$ cat src/rtl/frx_pkg.sv
package frx_pkg;
    localparam int ID_W     = 11;
    localparam int LEN_W    = 7;
    localparam int HCRC_W   = 11;
    localparam int CYC_W    = 6;
    localparam int TCRC_W   = 24;
    localparam int FLAG_N   = 5;
    localparam int HDR_BITS = FLAG_N + ID_W + LEN_W + HCRC_W + CYC_W;
    localparam int POS_W    = 12;

    typedef enum logic [2:0] {
        ST_IDLE, ST_TSS, ST_BODY, ST_FES_HI, ST_FES_LO, ST_TAIL, ST_DTS, ST_CID
    } frx_state_e;

    // Field order equals arrival order, so the header shift register casts directly.
    typedef struct packed {
        logic              reserved;
        logic              preamble;
        logic              has_data;
        logic              sync;
        logic              startup;
        logic [ID_W-1:0]   id;
        logic [LEN_W-1:0]  len;
        logic [HCRC_W-1:0] hcrc;
        logic [CYC_W-1:0]  cycle;
    } frx_hdr_t;

    // Index of the last payload data bit (payload is 16 bits per length unit).
    function automatic logic [POS_W-1:0] payload_end(input logic [LEN_W-1:0] len);
        return POS_W'(HDR_BITS) + (POS_W'(len) << 4);
    endfunction
endpackage

$ cat src/rtl/frx_byte_slicer.sv
module frx_byte_slicer #(
    parameter int GROUP = 8
) (
    input  logic clk,
    input  logic rst,
    input  logic restart,
    input  logic en,
    input  logic bit_valid,
    input  logic bit_in,
    output logic data_stb,
    output logic group_last,
    output logic sep_bad
);
    localparam int PH_MAX = GROUP + 1;
    localparam int PH_W   = $clog2(GROUP + 2);

    logic [PH_W-1:0] phase;
    logic            take;

    assign take = en && bit_valid;

    always_ff @(posedge clk) begin
        if (rst || restart) begin
            phase <= '0;
        end else if (take) begin
            phase <= (phase == PH_W'(PH_MAX)) ? '0 : phase + PH_W'(1);
        end
    end

    always_comb begin
        data_stb   = take && (phase >= PH_W'(2));
        group_last = data_stb && (phase == PH_W'(PH_MAX));
        sep_bad    = take && (((phase == PH_W'(0)) && !bit_in) ||
                              ((phase == PH_W'(1)) &&  bit_in));
    end
endmodule

$ cat src/rtl/frx_hdr_capture.sv
module frx_hdr_capture
    import frx_pkg::*;
(
    input  logic     clk,
    input  logic     rst,
    input  logic     shift_en,
    input  logic     latch,
    input  logic     bit_in,
    output frx_hdr_t hdr,
    output logic     hdr_valid
);
    logic [HDR_BITS-2:0] sr;

    always_ff @(posedge clk) begin
        if (rst) begin
            sr        <= '0;
            hdr       <= '0;
            hdr_valid <= 1'b0;
        end else begin
            hdr_valid <= 1'b0;
            if (shift_en) begin
                sr <= {sr[HDR_BITS-3:0], bit_in};
            end
            if (latch) begin
                hdr       <= frx_hdr_t'({sr, bit_in});
                hdr_valid <= 1'b1;
            end
        end
    end
endmodule

$ cat src/rtl/frx_deframer.sv
module frx_deframer
    import frx_pkg::*;
#(
    parameter int CID_LEN = 11,
    parameter int BYTE_W  = 8
) (
    input  logic                clk,
    input  logic                rst,
    input  logic                bit_valid,
    input  logic                bit_in,
    output logic                hdr_valid,
    output logic                hdr_reserved,
    output logic                hdr_preamble,
    output logic                hdr_has_data,
    output logic                hdr_sync,
    output logic                hdr_startup,
    output logic [ID_W-1:0]     hdr_id,
    output logic [LEN_W-1:0]    hdr_len,
    output logic [HCRC_W-1:0]   hdr_crc,
    output logic [CYC_W-1:0]    hdr_cycle,
    output logic                byte_valid,
    output logic [BYTE_W-1:0]   byte_data,
    output logic                trl_valid,
    output logic [TCRC_W-1:0]   trl_crc,
    output logic                frame_done,
    output logic                frame_error,
    output logic                frame_dynamic,
    output logic                cas_det
);
    localparam int CID_W = $clog2(CID_LEN);

    frx_state_e         state;
    logic [POS_W-1:0]   cnt;
    logic [POS_W-1:0]   cur;
    logic [POS_W-1:0]   pend;
    logic [CID_W-1:0]   cidc;
    logic [BYTE_W-2:0]  bsh;
    logic [TCRC_W-2:0]  tsh;
    logic               err;
    logic               dyn;
    logic               in_hdr, in_pay, in_trl, last_trl;
    logic               data_stb, group_last, sep_bad, restart;
    frx_hdr_t           hdr;

    assign restart = (state == ST_TSS) && bit_valid && bit_in;

    frx_byte_slicer #(.GROUP(BYTE_W)) u_slicer (
        .clk        (clk),
        .rst        (rst),
        .restart    (restart),
        .en         (state == ST_BODY),
        .bit_valid  (bit_valid),
        .bit_in     (bit_in),
        .data_stb   (data_stb),
        .group_last (group_last),
        .sep_bad    (sep_bad)
    );

    always_comb begin
        cur      = cnt + POS_W'(1);
        pend     = payload_end(hdr.len);
        in_hdr   = cur <= POS_W'(HDR_BITS);
        in_pay   = !in_hdr && (cur <= pend);
        in_trl   = !in_hdr && !in_pay;
        last_trl = cur == (pend + POS_W'(TCRC_W));
    end

    frx_hdr_capture u_hdr (
        .clk       (clk),
        .rst       (rst),
        .shift_en  (data_stb && in_hdr),
        .latch     (data_stb && (cur == POS_W'(HDR_BITS))),
        .bit_in    (bit_in),
        .hdr       (hdr),
        .hdr_valid (hdr_valid)
    );

    assign hdr_reserved = hdr.reserved;
    assign hdr_preamble = hdr.preamble;
    assign hdr_has_data = hdr.has_data;
    assign hdr_sync     = hdr.sync;
    assign hdr_startup  = hdr.startup;
    assign hdr_id       = hdr.id;
    assign hdr_len      = hdr.len;
    assign hdr_crc      = hdr.hcrc;
    assign hdr_cycle    = hdr.cycle;

    always_ff @(posedge clk) begin
        if (rst) begin
            state         <= ST_IDLE;
            cnt           <= '0;
            cidc          <= '0;
            bsh           <= '0;
            tsh           <= '0;
            err           <= 1'b0;
            dyn           <= 1'b0;
            byte_valid    <= 1'b0;
            byte_data     <= '0;
            trl_valid     <= 1'b0;
            trl_crc       <= '0;
            frame_done    <= 1'b0;
            frame_error   <= 1'b0;
            frame_dynamic <= 1'b0;
            cas_det       <= 1'b0;
        end else begin
            byte_valid <= 1'b0;
            trl_valid  <= 1'b0;
            frame_done <= 1'b0;
            cas_det    <= 1'b0;
            if (bit_valid) begin
                unique case (state)
                    ST_IDLE: if (!bit_in) state <= ST_TSS;
                    ST_TSS: begin
                        if (bit_in) begin
                            state <= ST_BODY;
                            cnt   <= '0;
                            err   <= 1'b0;
                            dyn   <= 1'b0;
                        end
                    end
                    ST_BODY: begin
                        if (sep_bad && (cnt == '0)) begin
                            cas_det <= 1'b1;
                            state   <= ST_IDLE;
                        end else begin
                            if (sep_bad) err <= 1'b1;
                            if (data_stb) begin
                                cnt <= cur;
                                if (in_pay) begin
                                    bsh <= {bsh[BYTE_W-3:0], bit_in};
                                    if (group_last) begin
                                        byte_valid <= 1'b1;
                                        byte_data  <= {bsh, bit_in};
                                    end
                                end
                                if (in_trl) begin
                                    tsh <= {tsh[TCRC_W-3:0], bit_in};
                                    if (last_trl) begin
                                        trl_valid <= 1'b1;
                                        trl_crc   <= {tsh, bit_in};
                                        state     <= ST_FES_HI;
                                    end
                                end
                            end
                        end
                    end
                    ST_FES_HI: begin
                        if (!bit_in) err <= 1'b1;
                        state <= ST_FES_LO;
                    end
                    ST_FES_LO: begin
                        if (bit_in) err <= 1'b1;
                        state <= ST_TAIL;
                    end
                    ST_TAIL: begin
                        if (!bit_in) begin
                            dyn   <= 1'b1;
                            state <= ST_DTS;
                        end else begin
                            cidc  <= CID_W'(1);
                            state <= ST_CID;
                        end
                    end
                    ST_DTS: begin
                        if (bit_in) begin
                            cidc  <= '0;
                            state <= ST_CID;
                        end
                    end
                    ST_CID: begin
                        if (cidc == CID_W'(CID_LEN - 1)) begin
                            frame_done    <= 1'b1;
                            frame_error   <= err || (hdr.id == '0);
                            frame_dynamic <= dyn;
                            state         <= ST_IDLE;
                        end else begin
                            cidc <= cidc + CID_W'(1);
                        end
                    end
                    default: state <= ST_IDLE;
                endcase
            end
        end
    end
endmodule

$ cat config.mk
export PLATFORM = sky130hd
export DESIGN_NAME = frx_deframer
export DESIGN_NICKNAME = d
export VERILOG_FILES = /design/src/rtl/frx_pkg.sv /design/src/rtl/frx_byte_slicer.sv /design/src/rtl/frx_hdr_capture.sv /design/src/rtl/frx_deframer.sv
export SDC_FILE = /design/constraint.sdc
export NUM_CORES = 1
export LEC_CHECK = 0
export ABC_AREA = 1
export BUFFER_PORTS_ARGS = -buffer_cell sky130_fd_sc_hd__buf_4
export CORE_UTILIZATION = 59
export DETAILED_ROUTE_END_ITERATION = 16
export PLACE_DENSITY = 0.76
export SLEW_MARGIN = 20
export SYNTH_ARGS = -nofsm -noshare
export SYNTH_HDL_FRONTEND = slang
export SYNTH_SLANG_ARGS = --single-unit
$ cat constraint.sdc
create_clock -name clk -period 8.5 [get_ports clk]
set_clock_uncertainty 0.05 [all_clocks]
set_input_delay 0 -clock clk [delete_from_list [all_inputs] [get_ports clk]]
set_output_delay 0 -clock clk [all_outputs]
set_load 0.01 [all_outputs]
---- Word level (Yosys, flattened, before mapping) ----
Index checks and enable logic that the tools add are counted.
storage, ports and cells
  register bits ........................... 173
  bits in latches ......................... 0
  bits in writable memories ............... 0
  bits in read-only memories .............. 0
  input port bits ......................... 4
  memories ................................ 0
operators by class
  $add $sub $neg .......................... 5
  multiply operators ...................... 0
  div/mod/pow operators ................... 0
  $lt $le $gt $ge ......................... 3
  equality and inequality tests ........... 27
  shift-type cells ........................ 0
  muxes and demuxes ....................... 31
  bitwise gates (word level) .............. 7
  reductions and logical operators ........ 41
operator list
  cell                                                                                number
  12-bit 2-to-1 mux                                                                   3
  3-bit 2-to-1 mux                                                                    8
  2-bit inequality test (second input constant)                                       12
  12-bit case mux with 2 select lines                                                 1
  3-bit case mux with 8 select lines                                                  1
  5-bit AND reduction                                                                 4
  4-bit 2-to-1 mux                                                                    4
  1-bit logical AND                                                                   13
  12-bit by 1-bit adder with 12-bit output (second input constant)                    1
  12-bit by 5-bit adder with 12-bit output (second input constant)                    1
  6-bit by 11-bit adder with 12-bit output (first input constant)                     1
  12-bit equality test                                                                1
  12-bit by 6-bit equality test with 1-bit output (second input constant)             1
  3-bit equality test (second input constant)                                         4
  12-bit less-or-equal comparator                                                     1
  12-bit by 6-bit less-or-equal comparator with 1-bit output (second input constant)  1
  12-bit zero test                                                                    1
  4-bit case mux with 3 select lines                                                  1
  6-bit AND reduction                                                                 2
  6-bit OR reduction                                                                  2
  11-bit zero test                                                                    1
  1-bit 2-to-1 mux                                                                    11
  3-bit inequality test (second input constant)                                       3
  4-bit by 1-bit adder with 4-bit output (second input constant)                      2
  other kinds (20)                                                                    34

---- Depth between registers and ports, before layout ----
Gate-level depths: netlist of the first run.
  depth after elaboration ................. 10
  mapped depth ............................ 25

---- Cells and area by module ----
Synthesis of the first run repeated with hierarchy kept, for this count alone.
unflattened totals
  cell total of the unflattened synthesis .. 1,180
  area, all modules ....................... 8,085.3 um^2
modules (own cells, without submodules)
  module           times used  cells an instance  area each (um^2)
  frx_deframer     1           680                4,730.8
  frx_hdr_capture  1           465                3,113.0
  frx_byte_slicer  1           35                 241.5

---- Least setup slack after synthesis of the first run ----
Ideal clock, no wire load.
  path type ............................... flip-flop to flip-flop
  start point ............................. reg cnt[0]
  end point ............................... reg trl_crc[10]
  setup time .............................. 113 ps
  arrival ................................. 2,708 ps
  data required time ...................... 8,337 ps
  slack ................................... 5,629 ps
  stages on the path, launching flop included .. 25
  period minus slack after synthesis ...... 2,871 ps
  cell sequence ........................... dfxtp_1 ha_1 nand2_1 nor2_1 xor2_1 inv_1 ha_1 nand2_1 inv_1 nand3_1 nand2_1 nand2_1 nand3_1 nand2_1 nand2_1 nand2_1 nand2_1 and2_4 buf_8 nand2_8 nor2_4 buf_4 nand2_1 nand2_1 nor2_1
on the way
  word-level cells in the longest chain between the ends .. 7
  elaborated cells on any way between the ends .. 12
  those cells by class .................... 1 x add/sub; 2 x order compare; 1 x eq/ne; 1 x bitwise; 7 x reduce/logical
ends and longest elaborated chain
  what                                                        RTL line                                RTL
  start: declaration                                          frx_deframer.sv:33                      logic [POS_W-1:0] cnt;
  start signal: assignment                                    frx_deframer.sv:128                     cnt <= cur;
  12-bit by 1-bit adder with 12-bit output                    frx_deframer.sv:60                      cur = cnt + POS_W'(1);
  12-bit by 6-bit less-or-equal comparator with 1-bit output  frx_deframer.sv:62                      in_hdr = cur <= POS_W'(HDR_BITS);
  1-bit zero test                                             frx_deframer.sv:63, frx_deframer.sv:64
  1-bit logical AND                                           frx_deframer.sv:63                      in_pay = !in_hdr && (cur <= pend);
  1-bit zero test                                             frx_deframer.sv:64                      in_trl = !in_hdr && !in_pay;
  1-bit logical AND                                           frx_deframer.sv:64
  6-bit AND reduction (no line) (*)                           -
  end signal: assignment                                      frx_deframer.sv:140                     trl_crc <= {tsh, bit_in};
  end: declaration                                            frx_deframer.sv:24                      output logic [TCRC_W-1:0] trl_crc,
Mark *: on every way between the ends. The rest lies on a longest branch, timed or not.
A chain may end at the register's enable or synchronous reset.

---- Final worst setup path of the first run ----
  start point ............................. reg cnt[0]
  end point ............................... reg trl_crc[20]
The elaborated chain is that of the path after synthesis.

==> results of run 1 <==
==> state kept, by name, summed over array words and instances (netlist names), 3 cells and up <==
| register | count |
|---|---|
| cnt | 12 |
| trl_crc | 24 |
| bsh | 7 |
| tsh | 23 |
| state | 3 |
| u_hdr.sr | 39 |
| byte_data | 8 |
| u_slicer.phase | 4 |
| u_hdr.hdr | 40 |
| cidc | 4 |
==> cell families (layout without fill, tap and decap cells) <==
logic type,count (synthesis),count (layout)
flip-flops,173,173
AND/OR/NAND/NOR,428,428
AO/OA/AOI/OAI,213,213
buffers and inverters,195,265
XOR/XNOR,10,10
adder cells (fa/ha/maj),12,12
==> synthesized netlist by cell type (3+ instances only) <==
cell / n
a211oi_1: 49
a21oi_1: 98
buf_2: 9
buf_4: 3
buf_6: 6
clkbuf_1: 28
dfxtp_1: 173
ha_1: 12
inv_1: 141
inv_2: 3
nand2_1: 135
nand2_2: 5
nand3_1: 51
nand4_1: 17
nor2_1: 171
nor2_4: 5
nor3_1: 15
nor3_2: 7
nor4_1: 4
o21ai_0: 47
o21ai_1: 10
xnor2_1: 3
xor2_1: 7
==> routing by layer <==
metal  track usage, %  vias to the layer above
li1                 -                     3480
met1             35.9                     3007
met2             42.5                      132
met3             4.93                       18
met4             8.29                        0
met5                0                        -
==> how the worst max path moves through the flow <==
stage             endpoint  slack [ns]  startpoint  cells after the start
6_report       trl_crc[20]        4.62      cnt[0]                     22
5_1_grt         trl_crc[1]        4.15      cnt[0]                     22
4_1_cts        trl_crc[20]        4.63      cnt[0]                     22
3_5_place_dp   trl_crc[20]        4.66      cnt[0]                     22
3_3_place_gp   trl_crc[18]        4.77      cnt[0]                     22
2_1_floorplan  trl_crc[10]        5.63      cnt[0]                     24
==> stage by stage <==
step	std cells	utilization, %	hold WS, ns	setup slack (ns)	area [µm²]
finish	1273	70.1	0.408	4.62	8890
global route	1273	70.1	0.429	4.15	8890
CTS	1273	70.1	0.412	4.63	8890
detailed placement	1238	65.4	0.337	4.66	8280
global placement	1238	65.4	0.330	4.77	8280
floorplan	1031	-	0.188	5.63	7690
==> area by class of cell <==
class / instances / area [µm²]
multi-input combinational: 663 / 3420
timing repair buffer: 88 / 668
fill: 1078 / 3780
inverter: 145 / 548
clock buffer: 18 / 439
sequential: 173 / 3460
tap: 172 / 215
clock inverter: 14 / 135
==> placed cells by master, fill, tap and decap left out, types with 7 or more instances in the layout <==
| master | netlist | final |
|---|---|---|
| a211oi_1 | 49 | 49 |
| a21oi_1 | 98 | 98 |
| buf_4 | 3 | 85 |
| clkbuf_16 | 0 | 17 |
| dfxtp_1 | 173 | 173 |
| ha_1 | 12 | 12 |
| inv_1 | 141 | 140 |
| nand2_1 | 135 | 135 |
| nand3_1 | 51 | 50 |
| nand4_1 | 17 | 17 |
| nor2_1 | 171 | 171 |
| nor3_1 | 15 | 15 |
| nor3_2 | 7 | 7 |
| o21ai_0 | 47 | 47 |
| o21ai_1 | 10 | 10 |
| xor2_1 | 7 | 7 |
==> worst max-delay path, cell delays in order, from the launching register on <==
cell and delay [ns]:
dfxtp_1 0.44, ha_1 0.26, nand2_1 0.11, nor2_1 0.13
xor2_1 0.34, inv_1 0.12, ha_1 0.33, nand2_1 0.07
inv_1 0.05, nand3_1 0.07, nand2_1 0.06, nand2_1 0.04
nand3_1 0.06, nand2_1 0.05, nand2_1 0.05, nand2_1 0.04
nand2_1 0.07, and2_4 0.24, nand2_8 0.20, nor2_4 0.65
nand2_1 0.10, o21ai_0 0.11, nor2_1 0.06
==> timing repair <==
| item | 4_1_cts | 5_1_grt |
|---|---|---|
| setup buffers | 0 | 0 |
| gates resized for setup | 0 | 0 |
| endpoints found under the hold margin | 25 | 0 |
| hold buffers | 3 | 0 |
==> report_power, final <==
group          internal, mW  leakage [nW]  switching (mW)
Sequential            0.842          1.39          0.0400
Clock                 0.417         0.278           0.331
Combinational         0.145          2.00           0.300
==> summary.md, run 1 <==
| Metric | Value |
|---|---|
| Gr usage total | 26.4% |
| Mux contribution to synthesized area | 0% |
| # nets final | 1104 |
| Reg2reg start | cnt[0] |
| Syn Nets | 1047 |
| R2R depth | 22 |
| Final Wtd Congestion | 0.906 |
| Leak | 3.67 nW |
| Post-synthesis register bit count | 173 |
| Kind of critical path | flop to flop |
| First-pass GRT wire length | 28000 µm |
| Fin. max-slew vios | 0 |
| FF-to-FF setup slack | 4.62 ns |
| Initial Utilization | 60.7% |
| CP Launch Type | flop |
| Initial antenna violation count | 0 |
| Tmin final | 3.88 ns |
| Post-synth EDFFs | 0 |
| DRC violations left | 0 |
| Core area | 0.0127 mm² |
| Via count of the first global-routing pass | 5975 |
| # clock sinks | 173 |
| Grt total ovfl | 0 |
| Outcome | finished, final reports clean |
| DR top layer | met4 |
| Port Buffers | 82 |
| Synth Area in Simple Gates | 25.4% |
| Io pins | 83 |
| Mapped Area | 0.00769 mm² |
| Avg WL per Cell | 12.9 µm |
| CTS H-tree depth | 4 |
| Power density cells | 233 mW/mm² |
| WHS Path Cells | 2 |
| Unrepaired setup endpoints after global routing | no |
| Hold Path End | u_hdr.hdr[12] |
| Ys async rst share | 0% |
| Tot Pwr | 2.08 mW |
| Final antenna-violating net count | 0 |
| Met1 WL | 7830 µm |
| DR vias | 6637 |
| Endpoint type of the worst setup path | flop |
| Row count | 41 |
| Worst-path clk slew | 0.07 ns |
| Largest net degree at the start of global routing | 82 |
| Worst-Skew Late Latency | 0.42 ns |
| Synth Area in Compound Gates | 15.8% |
| Final setup fails | 0 |
| Routed wl met2 | 7810 µm |
| Final hold violation count | 0 |
| CTS tree | done |
| Pin slew with the least headroom to its limit | 0.857 ns |
| Max_slew headroom | 42.8% |
| Die Width | 116 µm |
| MaxCap Viol Count | 0 |
| Post-Syn Instances | 1031 |
| Top cell type's share of synthesized area | 45.0% |
| Area grow syn2layout | 15.5% |
| Drt first-iter violations | 511 |
| Syn Area/Cell | 7.46 µm² |
| Final WL | 16500 µm |
| Die H | 116 µm |
| Synth Flop Type | dfxtp_1 |
| Ys Warns | 0 |
| Layout cells sized above 1 | 13.8% |
| Max Buffers Root-to-Sink | 2 |
| Worst path arrival time | 4.11 ns |
| Seq/Total Area, Yosys | 45.0% |
| Dpl hpwl | 11100 µm |
| Die ar. | 0.0135 mm² |
| DRT Pass-1 Iters | 6 |
| Hold path start | u_hdr.hdr[12] |
| Largest family of logic cells by synthesized area | simple AND/OR/NAND/NOR gates |
| Req. time, crit path | 8.73 ns |
| TNS Setup | 0 ns |
| DR WL met3 | 634 µm |
| Post-synth top area cell | dfxtp_1 |
| Num CTS Buffers | 17 |
| Synth top area cells | dfxtp_1 45%, nor2_1 8.3%, inv_1 6.9%, nand2_1 6.6%, a21oi_1 6.4% |
| Vias/cell | 5.21 |
| Tcrit/Tclk final | 45.6% |
| Post-Synth Adder-Cell Area | 1.95% |
| Critical Path Fanout Max | 48 |
| Xor and xnor area share after synthesis | 1.14% |
| Antenna Cells | 0 |
| Worst Hold Class | flop to flop |
| Worst R2R End | trl_crc[20] |
| Peak Freq | 0.258 GHz |
| Root buf cell | clkbuf_16 |
| VDD IR-drop max | 0.166 mV |
| Synth cell types | 46 |
Power figures use the tool's default switching activity.
==> run 2: changes to the inputs <==
--- a/config.mk
+++ b/config.mk
@@ -5,11 +5,11 @@
 export SDC_FILE = /design/constraint.sdc
 export NUM_CORES = 1
 export LEC_CHECK = 0
-export ABC_AREA = 1
+export ABC_AREA = 0
 export BUFFER_PORTS_ARGS = -buffer_cell sky130_fd_sc_hd__buf_4
-export CORE_UTILIZATION = 59
+export CORE_UTILIZATION = 53
 export DETAILED_ROUTE_END_ITERATION = 16
-export PLACE_DENSITY = 0.76
+export PLACE_DENSITY = 0.72
 export SLEW_MARGIN = 20
 export SYNTH_ARGS = -nofsm -noshare
 export SYNTH_HDL_FRONTEND = slang
==> constraint.sdc (replaced) <==
create_clock -name clk -period 3.3 [get_ports clk]
set_clock_uncertainty 0.05 [all_clocks]
set_input_delay 0 -clock clk [delete_from_list [all_inputs] [get_ports clk]]
set_output_delay 0 -clock clk [all_outputs]
set_load 0.01 [all_outputs]
==> summary.md, run 2 <==
| Metric | Value |
|---|---|
| Top flop regs | u_hdr.hdr (40), u_hdr.sr (39), trl_crc (24) |
| Worst-path clk slew | 0.07 ns |
| DRT Pass-1 Iters | 5 |
| Port Buffers | 82 |
| FILL cells | 1164 |
| Tmin final | 3.18 ns |
| Synth Area in Simple Gates | 23.4% |
| Worst Hold Class | primary input to flop |
| Mux contribution to synthesized area | 5.14% |
| Final WL | 17700 µm |
| Post-layout util | 66.4% |
| Power density cells | 447 mW/mm² |
| Worst path slowest cell | or4b_4 |
| Max_slew headroom | 36.0% |
| Flop pwr share | 50.7% |
| Post-synth top cells | 183 x nand2_1, 173 x dfxtp_1, 127 x a21oi_1, 78 x nor2_1, 54 x clkbuf_1 |
| Ys async rst share | 0% |
| Fin. max-slew vios | 0 |
| Largest net degree at the start of global routing | 97 |
| Routed wl met2 | 8330 µm |
| Max reg flops | 40 |
| Final Wtd Congestion | 0.867 |
| Req. time, crit path | 3.52 ns |
| Drt first-iter violations | 461 |
| Die Width | 122 µm |
| # nets final | 1024 |
| Synth Area in Compound Gates | 15.6% |
| Post-synth EDFFs | 0 |
| Top delay family on crit path | simple AND/OR/NAND/NOR gates |
| Outcome | finished, final reports clean |
| Final setup fails | 0 |
| Pint | 3.21 mW |
| Top cell type's share of synthesized area | 45.6% |
| DR top layer | met4 |
| Post-Syn Instances | 923 |
| Post-synth top area cell | dfxtp_1 |
| Area grow syn2layout | 22.0% |
| Most frequent cells in the layout | 183 x nand2_1, 166 x dfxtp_1, 131 x buf_4 |
| Avg WL per Cell | 14.7 µm |
| Xor and xnor area share after synthesis | 3.07% |
| Num CTS Buffers | 17 |
| Hold_ws | 0.140 ns |
| Gr usage total | 24.6% |
| Sw Pwr | 0.925 mW |
| Core area | 0.0139 mm² |
| Largest family of logic cells by synthesized area | simple AND/OR/NAND/NOR gates |
| Synth Flop Type | dfxtp_1 |
| Dpl ws | -0.0383 ns |
| Met1 WL | 8380 µm |
| Worst-Skew Late Latency | 0.43 ns |
| Unrepaired setup endpoints after global routing | yes |
| Pin slew with the least headroom to its limit | 0.960 ns |
| Buffers & Inverters on Critical Path | 1 |
| Syn Area/Cell | 8.22 µm² |
| Grt total ovfl | 0 |
| Final antenna-violating net count | 0 |
| Io pins | 83 |
| FF-to-FF setup slack | 0.12 ns |
| CP max stage delay | 0.55 ns |
| Layout cells sized above 1 | 20.0% |
| MaxCap Viol Count | 0 |
| TNS Setup | 0 ns |
| Commonest non-fill, non-tap cell in the layout | nand2_1 |
| Initial Utilization | 54.5% |
| Final hold violation count | 0 |
| DRC violations left | 0 |
| Clock Power Share | 47.4% |
| Synth top area cells | dfxtp_1 46%, nand2_1 9.1%, a21oi_1 8.4%, mux2i_1 5.1%, nor2_1 3.9% |
| Endpoint type of the worst setup path | flop |
| Root buf cell | clkbuf_16 |
| First-pass GRT wire length | 29000 µm |
| Row count | 43 |
| DR vias | 6620 |
| Antenna Cells | 0 |
| Mapped Area | 0.00759 mm² |
| Die H | 122 µm |
| Synth cell types | 69 |
| # clock sinks | 173 |
| Seq/Total Area, Yosys | 45.6% |
| CTS H-tree depth | 4 |
| Combinational share of power | 1.9% |
| Worst path arrival time | 3.40 ns |
| Peak Freq | 0.314 GHz |
| VDD IR-drop max | 0.442 mV |
| Net Sw Frac | 22.4% |
| Via count of the first global-routing pass | 5997 |
| Initial antenna violation count | 0 |
| Post-Synth Adder-Cell Area | 2.13% |
| Worst setup margin | 0.119 ns |
| Critical Path Fanout Max | 12 |
| Kind of critical path | flop to flop |
| Syn Nets | 939 |
| Die ar. | 0.0148 mm² |
| Dpl hpwl | 11400 µm |
| Ys Warns | 0 |
| Leak | 3.54 nW |
| CTS tree | done |
| Cells along the critical path | ha_4, and2_4, nand2_1, xnor2_1, ha_1, and3_4, a221oi_2, maj3_2, o211a_4, or4b_4, buf_6, o21ai_1, a21oi_1 |
| Largest reg by FF count | u_hdr.hdr |
| CP Launch Type | flop |
| Most frequent cell after synthesis | nand2_1 |
| Max Buffers Root-to-Sink | 2 |
| Vias/cell | 5.51 |
| Tcrit/Tclk final | 96.4% |
| Post-synthesis register bit count | 173 |
| DR WL met3 | 759 µm |
## run 2: cell count changes after synthesis, sizes merged, moves of 29 or more
cell | previous run | this run
mux2i | 0 | 39
a21oi | 98 | 127
inv | 145 | 12
a211oi | 49 | 4
nand2 | 143 | 184
nor2 | 179 | 78
nand3 | 53 | 21
## run 2: what timing repair did
action / in CTS / in global routing
setup endpoints to repair: 12 / 57
gates cloned: 1 / 0
hold buffers: 2 / 0
buffers inserted: 0 / 2
pin swaps: 1 / 5
resized for setup: 1 / 20
hold endpoints to repair: 12 / 0
## run 2: cell families after synthesis
family,after synthesis
AO/OA/AOI/OAI,209
XOR/XNOR,24
adder cells (fa/ha/maj),13
buffers and inverters,84
flip-flops,173
multiplexers,39
AND/OR/NAND/NOR,381
## run 2: per-layer routing
metal / vias to the layer above / global-route usage, %
met5: - / 0
met4: 0 / 8.26
met3: 19 / 4.31
met2: 140 / 39.7
met1: 3107 / 33.1
li1: 3354 / -
## run 2: cell type report
| cell class | instances | area (µm²) | share of cell area [%] |
|---|---|---|---|
| clock buffers | 20 | 457 | 4.93 |
| clock inverters | 12 | 133 | 1.43 |
| well taps | 180 | 225 | 2.43 |
| multi-input cells | 667 | 3860 | 41.7 |
| inverters | 12 | 45.0 | 0.487 |
| flip-flops and latches | 173 | 3470 | 37.5 |
| repair buffers | 137 | 1070 | 11.5 |
## run 2: per-stage QoR
step	std cells	cell area, µm²	total power, mW
6_report	1201	9260	4.14
5_1_grt	1201	9260	4.27
4_1_cts	1199	9170	4.17
3_5_place_dp	1164	8550	2.22
3_3_place_gp	1164	8550	2.22
2_1_floorplan	923	7610	2.20
## run 2: worst reg2reg max path, delay by kind of cell (launching register included)
family | cells | cell delay, ns
simple gates | 4 | 0.98
fa+ha+maj | 3 | 0.76
compound gates | 4 | 0.53
flops | 1 | 0.39
buf+inv | 1 | 0.17
xor+xnor | 1 | 0.14
## run 2: power groups by stage
stage                     combinational [mW]  clock [mW]  sequential, mW
after floorplan                       0.0638           0            2.14
after global placement                0.0771           0            2.15
after detailed placement              0.0762           0            2.15
after CTS                             0.0785        1.99            2.10
after global routing                  0.0873        2.08            2.10
final                                 0.0785        1.96            2.10
## run 2: worst paths after layout
path                     start      endpoint  depth (start not counted)
hold reg to reg   u_hdr.hdr[2]  u_hdr.hdr[2]                          2
setup reg to reg        cnt[1]   trl_crc[22]                         13
setup / recovery        cnt[1]   trl_crc[22]                         13
hold / removal             rst  byte_data[1]                          2
